--- config.mk ---
export PLATFORM = sky130hd
export DESIGN_NAME = sdram_pwrup_refresh
export DESIGN_NICKNAME = d
export VERILOG_FILES = /design/src/rtl/sdrseq_pkg.sv /design/src/rtl/sdrseq_ctrl.sv /design/src/rtl/sdrseq_datapath.sv /design/src/rtl/sdram_pwrup_refresh.sv
export SDC_FILE = /design/constraint.sdc
export NUM_CORES = 1
export LEC_CHECK = 0
export BUFFER_PORTS_ARGS = -buffer_cell sky130_fd_sc_hd__buf_2
export CAP_MARGIN = 20
export CORE_ASPECT_RATIO = 1.25
export CORE_MARGIN = 5
export CORE_UTILIZATION = 55
export CTS_CLUSTER_DIAMETER = 30
export CTS_CLUSTER_SIZE = 40
export DETAILED_ROUTE_END_ITERATION = 7
export PLACE_DENSITY = 0.86
export SYNTH_ARGS = -nofsm -noshare
export SYNTH_HDL_FRONTEND = slang
export SYNTH_SLANG_ARGS = --single-unit
--- constraint.sdc ---
create_clock -name clk -period 8.2 [get_ports clk]
set_input_delay 0.41 -clock clk [delete_from_list [all_inputs] [get_ports clk]]
set_output_delay 0.41 -clock clk [all_outputs]
set_load 0.03 [all_outputs]
--- src/rtl/sdrseq_pkg.sv ---
package sdrseq_pkg;
  typedef enum logic [2:0] {CMD_NOP, CMD_PALL, CMD_AREF, CMD_LMR, CMD_SELF} cmd_e;
  typedef enum logic [2:0] {GAP_START, GAP_RP, GAP_RC, GAP_MRD, GAP_RAS, GAP_XSR} gap_e;
  typedef struct packed {
    cmd_e cmd;
    logic cke;
    logic ready;
    logic req;
    logic loadGap;
    gap_e gapSel;
    logic reloadInt;
    logic takePend;
    logic clearPend;
    logic loadBurst;
    logic decBurst;
  } strobe_t;
endpackage

--- src/rtl/sdrseq_ctrl.sv ---
module sdrseq_ctrl
  import sdrseq_pkg::*;
(
  input  logic    clk,
  input  logic    rstN,
  input  logic    gapZero,
  input  logic    pendNz,
  input  logic    burstZero,
  input  logic    reqOut,
  input  logic    refreshGack,
  input  logic    selfRefReq,
  output strobe_t strb
);
  typedef enum logic [3:0] {S_CKE, S_PALL, S_AR1, S_AR2, S_LMR, S_MRD,
                            S_IDLE, S_BURST, S_SELF, S_SXIT} state_e;
  state_e state, nextState;

  always_ff @(posedge clk) begin
    if (!rstN) state <= S_CKE;
    else       state <= nextState;
  end

  always_comb begin
    strb = '0;
    strb.cmd = CMD_NOP;
    strb.cke = 1'b1;
    strb.gapSel = GAP_RC;
    nextState = state;
    case (state)
      S_CKE: begin
        strb.loadGap = 1'b1; strb.gapSel = GAP_START; nextState = S_PALL;
      end
      S_PALL: if (gapZero) begin
        strb.cmd = CMD_PALL; strb.loadGap = 1'b1; strb.gapSel = GAP_RP; nextState = S_AR1;
      end
      S_AR1: if (gapZero) begin
        strb.cmd = CMD_AREF; strb.loadGap = 1'b1; nextState = S_AR2;
      end
      S_AR2: if (gapZero) begin
        strb.cmd = CMD_AREF; strb.loadGap = 1'b1; nextState = S_LMR;
      end
      S_LMR: if (gapZero) begin
        strb.cmd = CMD_LMR; strb.loadGap = 1'b1; strb.gapSel = GAP_MRD; nextState = S_MRD;
      end
      S_MRD: if (gapZero) begin
        strb.reloadInt = 1'b1; strb.ready = 1'b1; nextState = S_IDLE;
      end
      S_IDLE: begin
        strb.ready = 1'b1;
        strb.req = pendNz || selfRefReq;
        if (reqOut && refreshGack) begin
          if (pendNz) begin
            strb = '0; strb.cke = 1'b1; strb.cmd = CMD_AREF; strb.gapSel = GAP_RC;
            strb.loadGap = 1'b1; strb.loadBurst = 1'b1; strb.takePend = 1'b1;
            nextState = S_BURST;
          end else if (selfRefReq) begin
            strb = '0; strb.cke = 1'b0; strb.cmd = CMD_SELF;
            strb.loadGap = 1'b1; strb.gapSel = GAP_RAS;
            nextState = S_SELF;
          end
        end
      end
      S_BURST: if (gapZero) begin
        if (burstZero) begin
          strb.ready = 1'b1; strb.req = pendNz || selfRefReq; nextState = S_IDLE;
        end else begin
          strb.cmd = CMD_AREF; strb.loadGap = 1'b1; strb.decBurst = 1'b1;
        end
      end
      S_SELF: begin
        strb.cke = 1'b0;
        if (gapZero && !selfRefReq) begin
          strb.cke = 1'b1; strb.loadGap = 1'b1; strb.gapSel = GAP_XSR;
          strb.clearPend = 1'b1; strb.reloadInt = 1'b1; nextState = S_SXIT;
        end
      end
      S_SXIT: if (gapZero) begin
        strb.ready = 1'b1; strb.req = pendNz || selfRefReq; nextState = S_IDLE;
      end
      default: nextState = S_CKE;
    endcase
  end


  gap_respected_chk: assert property (@(posedge clk) disable iff (!rstN)
    (strb.cmd != CMD_NOP) |-> gapZero);


  req_held_chk: assert property (@(posedge clk) disable iff (!rstN)
    (reqOut && !refreshGack && pendNz) |=> reqOut);
endmodule

--- src/rtl/sdrseq_datapath.sv ---
module sdrseq_datapath
  import sdrseq_pkg::*;
#(
  parameter int StartupCycles = 90000,
  parameter int TRp = 2,
  parameter int TRc = 8,
  parameter int TMrd = 2,
  parameter int TRas = 5,
  parameter int TXsr = 7,
  parameter int RefreshOffset = 20,
  parameter int IntW = 16,
  parameter int BurstW = 4,
  parameter int PendW = 3,
  parameter int AddrW = 13,
  parameter int BaW = 2,
  parameter logic [AddrW-1:0] ModeWord = 13'h0220
) (
  input  logic              clk,
  input  logic              rstN,
  input  strobe_t           strb,
  input  logic [IntW-1:0]   cfgInterval,
  input  logic [BurstW-1:0] cfgBurst,
  output logic              gapZero,
  output logic              pendNz,
  output logic              burstZero,
  output logic              ready,
  output logic              refreshReq,
  output logic              sdCke,
  output logic              sdCsN,
  output logic              sdRasN,
  output logic              sdCasN,
  output logic              sdWeN,
  output logic [BaW-1:0]    sdBa,
  output logic [AddrW-1:0]  sdAddr
);
  localparam int GapW = $clog2(StartupCycles + TXsr + TRc + TRas + 2);
  localparam int PerW = IntW + 1;
  localparam int AllBanksBit = 10;
  localparam logic [PendW-1:0] PendMax = '1;

  logic [GapW-1:0] gapCnt, gapLoad;
  always_comb begin
    case (strb.gapSel)
      GAP_START: gapLoad = GapW'(StartupCycles - 1);
      GAP_RP:    gapLoad = GapW'(TRp - 1);
      GAP_MRD:   gapLoad = GapW'(TMrd - 1);
      GAP_RAS:   gapLoad = GapW'(TRas - 1);
      GAP_XSR:   gapLoad = GapW'(TXsr - 1);
      default:   gapLoad = GapW'(TRc - 1);
    endcase
  end

  always_ff @(posedge clk) begin
    if (!rstN)              gapCnt <= '0;
    else if (strb.loadGap)  gapCnt <= gapLoad;
    else if (gapCnt != '0)  gapCnt <= gapCnt - 1'b1;
  end
  assign gapZero = (gapCnt == '0);

  logic [PerW-1:0] intCnt, reloadVal;
  logic [BurstW-1:0] burstCfgQ, burstClamp, burstRem;
  logic [PendW-1:0] pendCnt;
  logic running, tick, reloadNow;

  assign reloadVal  = {1'b0, cfgInterval} + PerW'(RefreshOffset - 1);
  assign burstClamp = (cfgBurst == '0) ? BurstW'(1) : cfgBurst;
  assign reloadNow  = strb.reloadInt || strb.clearPend;
  assign tick       = running && (intCnt == '0) && !reloadNow;

  always_ff @(posedge clk) begin
    if (!rstN) begin
      intCnt <= '0; running <= 1'b0; burstCfgQ <= BurstW'(1);
    end else if (reloadNow) begin
      intCnt <= reloadVal; running <= 1'b1; burstCfgQ <= burstClamp;
    end else if (running) begin
      if (intCnt == '0) begin
        intCnt <= reloadVal; burstCfgQ <= burstClamp;
      end else begin
        intCnt <= intCnt - 1'b1;
      end
    end
  end

  always_ff @(posedge clk) begin
    if (!rstN || strb.clearPend) pendCnt <= '0;
    else if (tick && !strb.takePend && pendCnt != PendMax) pendCnt <= pendCnt + 1'b1;
    else if (!tick && strb.takePend) pendCnt <= pendCnt - 1'b1;
  end
  assign pendNz = (pendCnt != '0);

  always_ff @(posedge clk) begin
    if (!rstN)               burstRem <= '0;
    else if (strb.loadBurst) burstRem <= burstCfgQ - 1'b1;
    else if (strb.decBurst)  burstRem <= burstRem - 1'b1;
  end
  assign burstZero = (burstRem == '0);

  always_ff @(posedge clk) begin
    if (!rstN) begin
      sdCke <= 1'b0; sdCsN <= 1'b1; {sdRasN, sdCasN, sdWeN} <= 3'b111;
      sdBa <= '0; sdAddr <= '0; ready <= 1'b0; refreshReq <= 1'b0;
    end else begin
      sdCke <= strb.cke; sdCsN <= 1'b0; sdBa <= '0;
      ready <= strb.ready; refreshReq <= strb.req;
      case (strb.cmd)
        CMD_PALL: begin {sdRasN, sdCasN, sdWeN} <= 3'b010; sdAddr <= AddrW'(1) << AllBanksBit; end
        CMD_AREF, CMD_SELF: begin {sdRasN, sdCasN, sdWeN} <= 3'b001; sdAddr <= '0; end
        CMD_LMR:  begin {sdRasN, sdCasN, sdWeN} <= 3'b000; sdAddr <= ModeWord; end
        default:  begin {sdRasN, sdCasN, sdWeN} <= 3'b111; sdAddr <= '0; end
      endcase
    end
  end

  logic [7:0] lowRun;
  logic everHigh;
  always_ff @(posedge clk) begin
    if (!rstN) begin
      lowRun <= '0; everHigh <= 1'b0;
    end else begin
      if (sdCke) everHigh <= 1'b1;
      if (sdCke)               lowRun <= '0;
      else if (lowRun != 8'hff) lowRun <= lowRun + 1'b1;
    end
  end


  self_min_low_chk: assert property (@(posedge clk) disable iff (!rstN)
    (everHigh && sdCke && !$past(sdCke)) |-> (lowRun >= 8'(TRas)));


  no_rw_cmd_chk: assert property (@(posedge clk) disable iff (!rstN)
    (!sdCsN && sdRasN) |-> (sdCasN && sdWeN));


  ready_quiet_chk: assert property (@(posedge clk) disable iff (!rstN)
    ready |-> (!sdCsN && sdRasN && sdCasN && sdWeN));
endmodule

--- src/rtl/sdram_pwrup_refresh.sv ---
module sdram_pwrup_refresh
  import sdrseq_pkg::*;
#(
  parameter int StartupCycles = 90000,
  parameter int TRp = 2,
  parameter int TRc = 8,
  parameter int TMrd = 2,
  parameter int TRas = 5,
  parameter int TXsr = 7,
  parameter int RefreshOffset = 20,
  parameter int IntW = 16,
  parameter int BurstW = 4,
  parameter int PendW = 3,
  parameter int AddrW = 13,
  parameter int BaW = 2
) (
  input  logic              clk,
  input  logic              rstN,
  input  logic [IntW-1:0]   cfgInterval,
  input  logic [BurstW-1:0] cfgBurst,
  input  logic              refreshGack,
  input  logic              selfRefReq,
  output logic              ready,
  output logic              refreshReq,
  output logic              sdCke,
  output logic              sdCsN,
  output logic              sdRasN,
  output logic              sdCasN,
  output logic              sdWeN,
  output logic [BaW-1:0]    sdBa,
  output logic [AddrW-1:0]  sdAddr
);
  strobe_t strb;
  logic gapZero, pendNz, burstZero;

  sdrseq_ctrl u_ctrl (
    .clk(clk), .rstN(rstN), .gapZero(gapZero), .pendNz(pendNz),
    .burstZero(burstZero), .reqOut(refreshReq), .refreshGack(refreshGack),
    .selfRefReq(selfRefReq), .strb(strb)
  );

  sdrseq_datapath #(
    .StartupCycles(StartupCycles), .TRp(TRp), .TRc(TRc), .TMrd(TMrd),
    .TRas(TRas), .TXsr(TXsr), .RefreshOffset(RefreshOffset), .IntW(IntW),
    .BurstW(BurstW), .PendW(PendW), .AddrW(AddrW), .BaW(BaW)
  ) u_dp (
    .clk(clk), .rstN(rstN), .strb(strb), .cfgInterval(cfgInterval),
    .cfgBurst(cfgBurst), .gapZero(gapZero), .pendNz(pendNz),
    .burstZero(burstZero), .ready(ready), .refreshReq(refreshReq),
    .sdCke(sdCke), .sdCsN(sdCsN), .sdRasN(sdRasN), .sdCasN(sdCasN),
    .sdWeN(sdWeN), .sdBa(sdBa), .sdAddr(sdAddr)
  );
endmodule

==> metrics, run 1 <==
status complete, no violations; critical path class reg2reg; gr usage total 21.7%; cells after synthesis 489; Critical Path Fanout Max 15; die area 0.00866 mm^2; Rows 33; Routed Antenna Nets 0; Data arrival, critical path 3950 ps; Final Wtd Congestion 0.941; initial antenna violation count 0; vias 3722; synth warn 0; largest net degree at the start of global routing 24; Finished Core Util 61.9%; Diodes inserted 0; Synth top area share 31.2%; CTS tree built; critical-path cell list or4_4 -> or4_4 -> nor2_1 -> nand2_1 -> nor2_1 -> nand2_1 -> fa_1 -> o31ai_1 -> mux2_2; clock skew 13.2 ps; placed inst area 0.00392 mm^2; sequential share of the synthesized area 31.2%; top_reg_cell synth dfxtp_1; ranking of synthesized cells by area dfxtp_1 31%, nand2_1 5.5%, nor2_1 5.4%, a21oi_1 5.1%, xnor2_1 4.4%; Setup Fix Bufs, Post-CTS 0; core area 0.00665 mm^2; I/O pins 46; mapped cell area 0.00379 mm^2; CP Launch Type flip-flop; ratio of cells with drive above 1 in the final layout 12.2%; global route total overflow 0; LEAKAGE 1.57 nW; critical path's slowest cell nor2_1; worst min path class in2reg; worst slew pin tran 981 ps; highest metal layer with signal wires met4; met2 WL 4.46 mm; HPWL Detailed 6.53 mm; fin nets 542; P&R area growth vs syn 8.51%; die height 103 um; final hold vios 0; Synth area leader dfxtp_1; Period minus WS final 3700 ps; Max Cap Viol 0; first drt pass iteration count 5; depth of the CTS H-tree 3; data required time at the worst endpoint 8440 ps; total design power 0.929 mW; Async SR Flop Fraction 0%; met1 wire length 3.71 mm; Post-Place Cells 587; Setup-failing EPs final 0; Slew Viols, Final 0; final instance area 0.00411 mm^2; first-pass GRT wire length 15.5 mm; Peak VDD IR 0.107 mV; WL/cell 15.2 um; Inserted Clock Buffers 9; CTS Buffer Depth 2; slew margin rel. 34.3%; count leader, synth dfxtp_1; hold slack 323 ps; list of most frequent post-synthesis cells 59 x dfxtp_1, 56 x nand2_1, 55 x nor2_1; Clk Latency, worst-skew pair 350 ps; fin crit share 45.2%; vias in the first global route 3548; Distinct cells, synth 69; pre-CTS WS 4550 ps; Finished Layout Cells 602; vias per inst 6.18; pwr dens 226 mW/mm^2; CTS Hold Bufs 0; RSZ-0062 raised after global routing false; setup TNS 0 ps; Max stage delay on crit path 720 ps; CTS Root Cell clkbuf_8; synthesized area per cell 7.75 um^2; Die Width 84.3 um; Routed WL 9.13 mm; FF+latch count, synth 59; # DRC 0; CP endpoint kind flip-flop; cts repair resizes 0; met3 wire length 701 um; starting density of the core 57.0%; Clock Sink Count 59; crit path setup slack, layout 4500 ps; Clock transition at path regs 70 ps; Port Buf Inserts 33; DRT iter0 DRCs 256; fmax 0.270 GHz; Post-synth EDFFs 0
-- report_power, final --
| group | internal [mW] | switching (mW) | total, mW |
|---|---|---|---|
| combinational | 0.115 | 0.162 | 0.278 |
| sequential | 0.324 | 0.0639 | 0.388 |
| clock | 0.155 | 0.108 | 0.263 |
-- final timing paths --
path / depth (start not counted) / slack, ps / to / startpoint
max: 9 / 4500 / u_dp.pendCnt[2]$_SDFFE_PP0P_ / u_dp.intCnt[8]$_SDFFE_PN0P_
min: 3 / 320 / u_dp.burstCfgQ[3]$_SDFFE_PN0P_ / cfgBurst[3]
max reg2reg: 9 / 4500 / u_dp.pendCnt[2]$_SDFFE_PP0P_ / u_dp.intCnt[8]$_SDFFE_PN0P_
min reg2reg: 2 / 480 / u_dp.burstCfgQ[3]$_SDFFE_PN0P_ / u_dp.burstCfgQ[3]$_SDFFE_PN0P_
-- state kept, by name, indices dropped and copies added (netlist names), 2 cells and up --
register / cells
u_dp.burstCfgQ: 4
u_dp.intCnt: 17
u_dp.gapCnt: 17
u_dp.pendCnt: 3
u_ctrl.state: 4
u_dp.sdAddr: 2
u_dp.burstRem: 4
-- cell usage in the layout, fill, tap and decap left out, types with 3 or more instances in the layout --
cell type and n:
a211oi_1 4, a21oi_1 39, a31oi_1 8, and2_1 5, and3_1 6, buf_2 33, clkbuf_8 11, conb_1 12
dfxtp_1 59, ha_1 6, inv_1 18, mux2i_1 7, nand2_1 56, nand2b_1 3, nand3_1 10, nand4_1 6
nor2_1 55, nor3_1 25, nor3b_1 8, nor4_1 6, o21a_1 4, o21ai_0 19, o22ai_1 8, o31ai_1 4
or3_1 9, or4_1 4, xnor2_1 19, xor2_1 15
-- routing by layer --
layer / track usage (%) / vias to the layer above
met1: 23.9 / 1733
li1: - / 1769
met5: 0 / -
met2: 38.7 / 187
met3: 5.20 / 33
met4: 11.5 / 0
-- logic make-up (layout without fill, tap and decap cells) --
kind of cell             Yosys count  after routing  synth area share [%]
buffers and inverters             51             66                  6.70
XOR/XNOR                          34             34                  7.85
multiplexers                       9              9                  2.54
other                              1             12                0.0989
adder cells (fa/ha/maj)            7              7                  2.51
AO/OA/AOI/OAI                    113            113                  20.0
AND/OR/NAND/NOR                  215            215                  29.1
flip-flops                        59             59                  31.2
-- worst max-delay path: cells and delay by family, from the launching register on --
| family | cells | cell delay, ps |
|---|---|---|
| and+or+nand+nor | 6 | 2190 |
| adders and majority gates | 1 | 390 |
| DFF | 1 | 360 |
| muxes | 1 | 360 |
| AOI/OAI and AO/OA | 1 | 300 |
-- area by class of cell --
type / count / area (um^2)
multi-input cells: 390 / 2400
flip-flops and latches: 59 / 1180
fillers: 585 / 2530
well taps: 87 / 109
clock inverters: 2 / 35.0
inverters: 18 / 67.6
repair buffers: 33 / 165
clock buffers: 13 / 159
Power figures use the tool's default switching activity.
==> run 2: changes to the inputs <==
CORE_UTILIZATION = 53   (was 55)
PLACE_DENSITY = 0.87   (was 0.86)
clock period = 3.15 ns   (was 8.2 ns; I/O delays follow)
==> run 2 against run 1 <==
Effect of this change: design area up 3.0%; critical path depth unchanged; clock power rose to 2.7 times the previous value; combinational power rose to 2.9 times the previous value; sequential power up 150%; clock-buffer cell count down 3; setup slack worse by 4300 ps; hold slack worse by 250 ps; sequential share of layout area down 0.85 points; power rose to 2.7 times the previous value; critical path type unchanged; largest cell class unchanged.
==> metrics, run 2 (synthesis results as in run 1) <==
WL/cell 15.5 um (was 15.2 um); die area 0.00896 mm^2 (was 0.00866 mm^2); die height 105 um (was 103 um); Slew Viols, Final 0 (unchanged); critical path class reg2reg (unchanged); core area 0.00698 mm^2 (was 0.00665 mm^2); fmax 0.333 GHz (was 0.270 GHz); HPWL Detailed 6.96 mm (was 6.53 mm); fin crit share 95.3% (was 45.2%); setup TNS 0 ps (unchanged); Clk Latency, worst-skew pair 350 ps (about the same); fin nets 556 (was 542); RSZ-0062 raised after global routing false (unchanged); P&R area growth vs syn 11.8% (was 8.51%); Die Width 85.6 um (was 84.3 um); data required time at the worst endpoint 3380 ps (was 8440 ps); Peak VDD IR 0.385 mV (was 0.107 mV); Critical Path Fanout Max 7 (was 15); CTS Root Cell clkbuf_8 (unchanged); met3 wire length 505 um (was 701 um); Port Buf Inserts 33 (unchanged); total design power 2.48 mW (was 0.929 mW); vias in the first global route 3487 (was 3548); R2R Setup Slk 150 ps (was 4500 ps); commonest non-fill, non-tap cell in the layout dfxtp_1 (unchanged); Rows 34 (was 33); DRT iter0 DRCs 328 (was 256); Clock Sink Count 59 (unchanged); largest registers u_dp.gapCnt x17, u_dp.intCnt x17 (unchanged); critical path's slowest cell or4_4 (was nor2_1); CTS Buffer Depth 2 (unchanged); depth of the CTS H-tree 3 (unchanged); starting density of the core 54.3% (was 57.0%); Max stage delay on crit path 560 ps (was 720 ps); LEAKAGE 1.65 nW (was 1.57 nW); global route total overflow 0 (unchanged); I/O pins 46 (unchanged); met1 wire length 3.85 mm (was 3.71 mm); Period minus WS final 3000 ps (was 3700 ps); ratio of cells with drive above 1 in the final layout 15.5% (was 12.2%); vias per inst 6.02 (was 6.18); register area 0.00118 mm^2 (unchanged); Clock transition at path regs 70 ps (about the same); Fill cells 631 (was 585); CP endpoint kind flip-flop (unchanged); Data arrival, critical path 3230 ps (was 3950 ps); worst min path class in2reg (unchanged); Diodes inserted 0 (unchanged); met2 WL 4.95 mm (was 4.46 mm); CP Launch Type flip-flop (unchanged); vias 3733 (was 3722); initial antenna violation count 0 (unchanged); pwr dens 584 mW/mm^2 (was 226 mW/mm^2); gr usage total 22.1% (was 21.7%); slew margin rel. 42.9% (was 34.3%); Setup-failing EPs final 0 (unchanged); CTS tree built (unchanged); Final Wtd Congestion 0.930 (was 0.941); first-pass GRT wire length 16.1 mm (was 15.5 mm); Routed WL 9.60 mm (was 9.13 mm); worst slew pin tran 845 ps (was 981 ps); status complete, no violations (unchanged); clock skew 8.55 ps (was 13.2 ps); footprint of the multi-input gates 0.00240 mm^2 (about the same); Max Cap Viol 0 (unchanged); commonest non-fill, non-tap cells in the layout 59 x dfxtp_1, 56 x nand2_1, 54 x nor2_1 (was 59 x dfxtp_1, 56 x nand2_1, 55 x nor2_1); Routed Antenna Nets 0 (unchanged); highest metal layer with signal wires met4 (unchanged); final hold vios 0 (unchanged); Inserted Clock Buffers 9 (unchanged); first drt pass iteration count 5 (unchanged); largest net degree at the start of global routing 24 (unchanged); # DRC 0 (unchanged); critical-path cell list or4_4 -> or4_4 -> nor2_2 -> nand2_1 -> nor2_1 -> nand2_1 -> fa_1 -> o31ai_2 -> mux2_2 (was or4_4 -> or4_4 -> nor2_1 -> nand2_1 -> nor2_1 -> nand2_1 -> fa_1 -> o31ai_1 -> mux2_2)
[run 2: changes by cell type in the layout (fill, tap and decap cells not counted), sizes merged]
cell | previous run | this run
clkinv | 1 | 4
clkbuf | 13 | 10
clkinvlp | 0 | 1
buf | 33 | 47
[run 2: stage by stage]
| stage | hold WS [ps] | cells | area (um^2) | util (%) | worst slack [ps] |
|---|---|---|---|---|---|
| after floorplan | 298 | 500 | 3830 | - | 35.7 |
| after global placement | 423 | 604 | 4030 | 57.8 | 222 |
| after detailed placement | 432 | 604 | 4030 | 57.8 | 96.7 |
| after CTS | 61.5 | 620 | 4230 | 60.7 | 79.4 |
| after global routing | 78.3 | 620 | 4240 | 60.8 | 3.66 |
| final | 71.0 | 620 | 4240 | 60.8 | 149 |
[run 2: per-layer routing]
metal	global-route usage, %	vias up
met1	25.4	1761
met3	5.28	33
met5	0	-
met2	38.0	135
li1	-	1804
met4	10.4	0
[run 2: repair_timing]
| action | in CTS | in global routing |
|---|---|---|
| gates resized for setup | 0 | 1 |
| hold buffers | 0 | 0 |
| hold endpoints to repair | 0 | 0 |
| setup buffers | 0 | 0 |
| endpoints found under the setup margin | 0 | 1 |
[run 2: worst paths after layout]
| check | start | endpoint | cells after the start |
|---|---|---|---|
| worst min register to register | u_dp.burstCfgQ[1]$_SDFFE_PN0P_ | u_dp.burstCfgQ[1]$_SDFFE_PN0P_ | 2 |
| worst max-delay path | u_dp.intCnt[8]$_SDFFE_PN0P_ | u_dp.pendCnt[2]$_SDFFE_PP0P_ | 9 |
| worst min-delay path | cfgBurst[3] | u_dp.burstCfgQ[3]$_SDFFE_PN0P_ | 3 |
| worst max register to register | u_dp.intCnt[8]$_SDFFE_PN0P_ | u_dp.pendCnt[2]$_SDFFE_PP0P_ | 9 |
[run 2: final cells by class]
cell class,instances,area share (%)
Sequential cell,59,27.9
Tap cell,90,2.66
Inverter,18,1.59
Clock inverter,6,1.53
Timing Repair Buffer,47,6.38
Multi-Input combinational cell,390,56.7
Clock buffer,10,3.25
[run 2: where the power goes]
group	internal, mW	switching [mW]
logic	0.330	0.472
clock network	0.386	0.322
registers	0.844	0.123
[run 2: critical path: cells and delay by family (launching register included)]
kind	cells	cell delay, ps
AND/OR/NAND/NOR	6	1470
flip-flops	1	370
adder cells (fa/ha/maj)	1	410
multiplexers	1	360
AO/OA/AOI/OAI	1	280
==> run 3: changes to the inputs <==
BUFFER_PORTS_ARGS = unset   (was -buffer_cell sky130_fd_sc_hd__buf_2)
CORE_UTILIZATION = 55   (was 53)
DONT_BUFFER_PORTS = 1   (was unset)
PLACE_DENSITY = 0.83   (was 0.87)
==> run 3 against run 2 <==
Effect of this change: first-iteration DRC count is 39% lower; largest cell class unchanged; combinational power is 2.7% lower; die area is 3.2% lower; via count is 2.0% lower; critical endpoint unchanged; core utilization is 0.99 points higher.
==> metrics, run 3 (synthesis results as in run 1) <==
status complete, no violations (unchanged); critical-path cell list or4_4 -> or4_4 -> nor2_2 -> nand2_1 -> nor2_1 -> nand2_1 -> fa_1 -> o31ai_2 -> mux2_2 (unchanged); Setup-failing EPs final 0 (unchanged); final hold vios 0 (unchanged); worst min-delay path startpoint rstN (was cfgBurst[3]); DRT iter0 DRCs 201 (was 328); Slew Viols, Final 0 (unchanged); R2R Setup Slk 180 ps (was 150 ps); CP endpoint kind flip-flop (unchanged); largest registers u_dp.gapCnt x17, u_dp.intCnt x17 (unchanged); critical path class reg2reg (unchanged); starting density of the core 57.0% (was 54.3%); Final Wtd Congestion 0.912 (was 0.930); initial antenna violation count 0 (unchanged); vias in the first global route 3524 (was 3487); register area 0.00118 mm^2 (unchanged); Peak VDD IR 0.343 mV (was 0.385 mV); fin crit share 94.2% (was 95.3%); Clk Latency, worst-skew pair 350 ps (about the same); Period minus WS final 2970 ps (was 3000 ps); Finished Layout Cells 587 (was 620); Post-Place Cells 566 (was 604); ratio of cells with drive above 1 in the final layout 9.40% (was 15.5%); WL/cell 16.2 um (was 15.5 um); LEAKAGE 1.51 nW (was 1.65 nW); CTS Root Cell clkbuf_8 (unchanged); Diodes inserted 0 (unchanged); Routed WL 9.53 mm (was 9.60 mm); CP top delay family simple AND/OR/NAND/NOR gates (unchanged); pwr dens 599 mW/mm^2 (was 584 mW/mm^2); RSZ-0062 raised after global routing false (unchanged); Clock Sink Count 59 (unchanged); Max Cap Viol 0 (unchanged); Worst Hold End u_dp.intCnt[15]$_SDFFE_PN0P_ (was u_dp.burstCfgQ[3]$_SDFFE_PN0P_); worst min path class in2reg (unchanged); Port Buf Inserts 0 (was 33); first-pass GRT wire length 16.0 mm (was 16.1 mm); CTS Buffer Depth 2 (unchanged); die height 103 um (was 105 um); die area 0.00866 mm^2 (was 0.00896 mm^2); CP Launch Type flip-flop (unchanged); P&R area growth vs syn 8.28% (was 11.8%); Fill cells 575 (was 631); Clock transition at path regs 70 ps (about the same); Reg-to-Reg Start u_dp.intCnt[8]$_SDFFE_PN0P_ (unchanged); Reg2Reg Depth 9 (unchanged); critical path's slowest cell or4_4 (unchanged); fmax 0.337 GHz (was 0.333 GHz); CTS tree built (unchanged); global route total overflow 0 (unchanged); fin nets 526 (was 556); setup TNS 0 ps (unchanged); depth of the CTS H-tree 3 (unchanged); commonest non-fill, non-tap cells in the layout 59 x dfxtp_1, 56 x nand2_1, 54 x nor2_1 (unchanged); first drt pass iteration count 6 (was 5); largest net degree at the start of global routing 22 (was 24); Routed Antenna Nets 0 (unchanged); vias 3660 (was 3733); gr usage total 23.0% (was 22.1%); Max stage delay on crit path 560 ps (about the same); slew margin rel. 45.4% (was 42.9%); data required time at the worst endpoint 3390 ps (was 3380 ps); commonest non-fill, non-tap cell in the layout dfxtp_1 (unchanged); Critical Path Fanout Max 7 (unchanged); Rows 33 (was 34); FF-to-FF End u_dp.pendCnt[2]$_SDFFE_PP0P_ (unchanged); # DRC 0 (unchanged); footprint of the multi-input gates 0.00240 mm^2 (unchanged); HPWL Detailed 6.81 mm (was 6.96 mm); Data arrival, critical path 3210 ps (was 3230 ps); core area 0.00665 mm^2 (was 0.00698 mm^2); Inserted Clock Buffers 9 (unchanged); Hold Path Depth 2 (was 3); vias per inst 6.24 (was 6.02); Die Width 84.3 um (was 85.6 um); clock skew 5.85 ps (was 8.55 ps); worst slew pin tran 807 ps (was 845 ps); I/O pins 46 (unchanged); WP depth 9 (unchanged); WP buf/inv 0 (unchanged)
## run 3: how the worst max path moves through the flow
| stage | slack [ps] | start | end |
|---|---|---|---|
| 2_1_floorplan | 40 | u_dp.intCnt[8]$_SDFFE_PN0P_ | u_dp.pendCnt[2]$_SDFFE_PP0P_ |
| 3_3_place_gp | 230 | u_dp.intCnt[8]$_SDFFE_PN0P_ | u_dp.pendCnt[2]$_SDFFE_PP0P_ |
| 3_5_place_dp | 130 | u_dp.intCnt[8]$_SDFFE_PN0P_ | u_dp.pendCnt[2]$_SDFFE_PP0P_ |
| 4_1_cts | 120 | u_dp.intCnt[8]$_SDFFE_PN0P_ | u_dp.pendCnt[2]$_SDFFE_PP0P_ |
| 5_1_grt | 30 | u_dp.gapCnt[4]$_SDFFE_PN0P_ | u_dp.pendCnt[2]$_SDFFE_PP0P_ |
| 6_report | 180 | u_dp.intCnt[8]$_SDFFE_PN0P_ | u_dp.pendCnt[2]$_SDFFE_PP0P_ |
## run 3: final cells by class
type | instances | share of cell area [%]
Multi-Input combinational cell | 390 | 58.6
Sequential cell | 59 | 28.8
Timing Repair Buffer | 17 | 3.41
Clock buffer | 10 | 3.35
Tap cell | 87 | 2.65
Inverter | 18 | 1.65
Clock inverter | 6 | 1.58
## run 3: stage by stage
stage	total power [mW]	hold WS (ps)	util, %	worst slack [ps]	area, um^2
after floorplan	1.58	298	-	35.7	3830
after CTS	2.45	4.72	61.7	117	4100
final	2.46	21.6	61.8	184	4110
after detailed placement	1.74	231	57.9	128	3850
after global routing	2.60	14.3	61.8	30.5	4110
after global placement	1.70	229	57.9	232	3850
## run 3: power by group
part | internal, mW | switching, mW | leakage, nW
clock network | 0.385 | 0.326 | 0.0905
registers | 0.844 | 0.126 | 0.481
logic | 0.318 | 0.462 | 0.942
total | 1.55 | 0.914 | 1.51
## run 3: layer usage
layer / track usage [%] / wire length (um)
met1: 25.0 / 3700
met2: 39.6 / 4660
met3: 6.31 / 798
met4: 15.3 / 371
met5: 0 / 0
## run 3: repair_timing
action | in CTS | in global routing
endpoints found under the hold margin | 23 | 0
resized for setup | 0 | 1
buffers inserted | 0 | 0
hold buffers | 5 | 0
endpoints found under the setup margin | 0 | 1
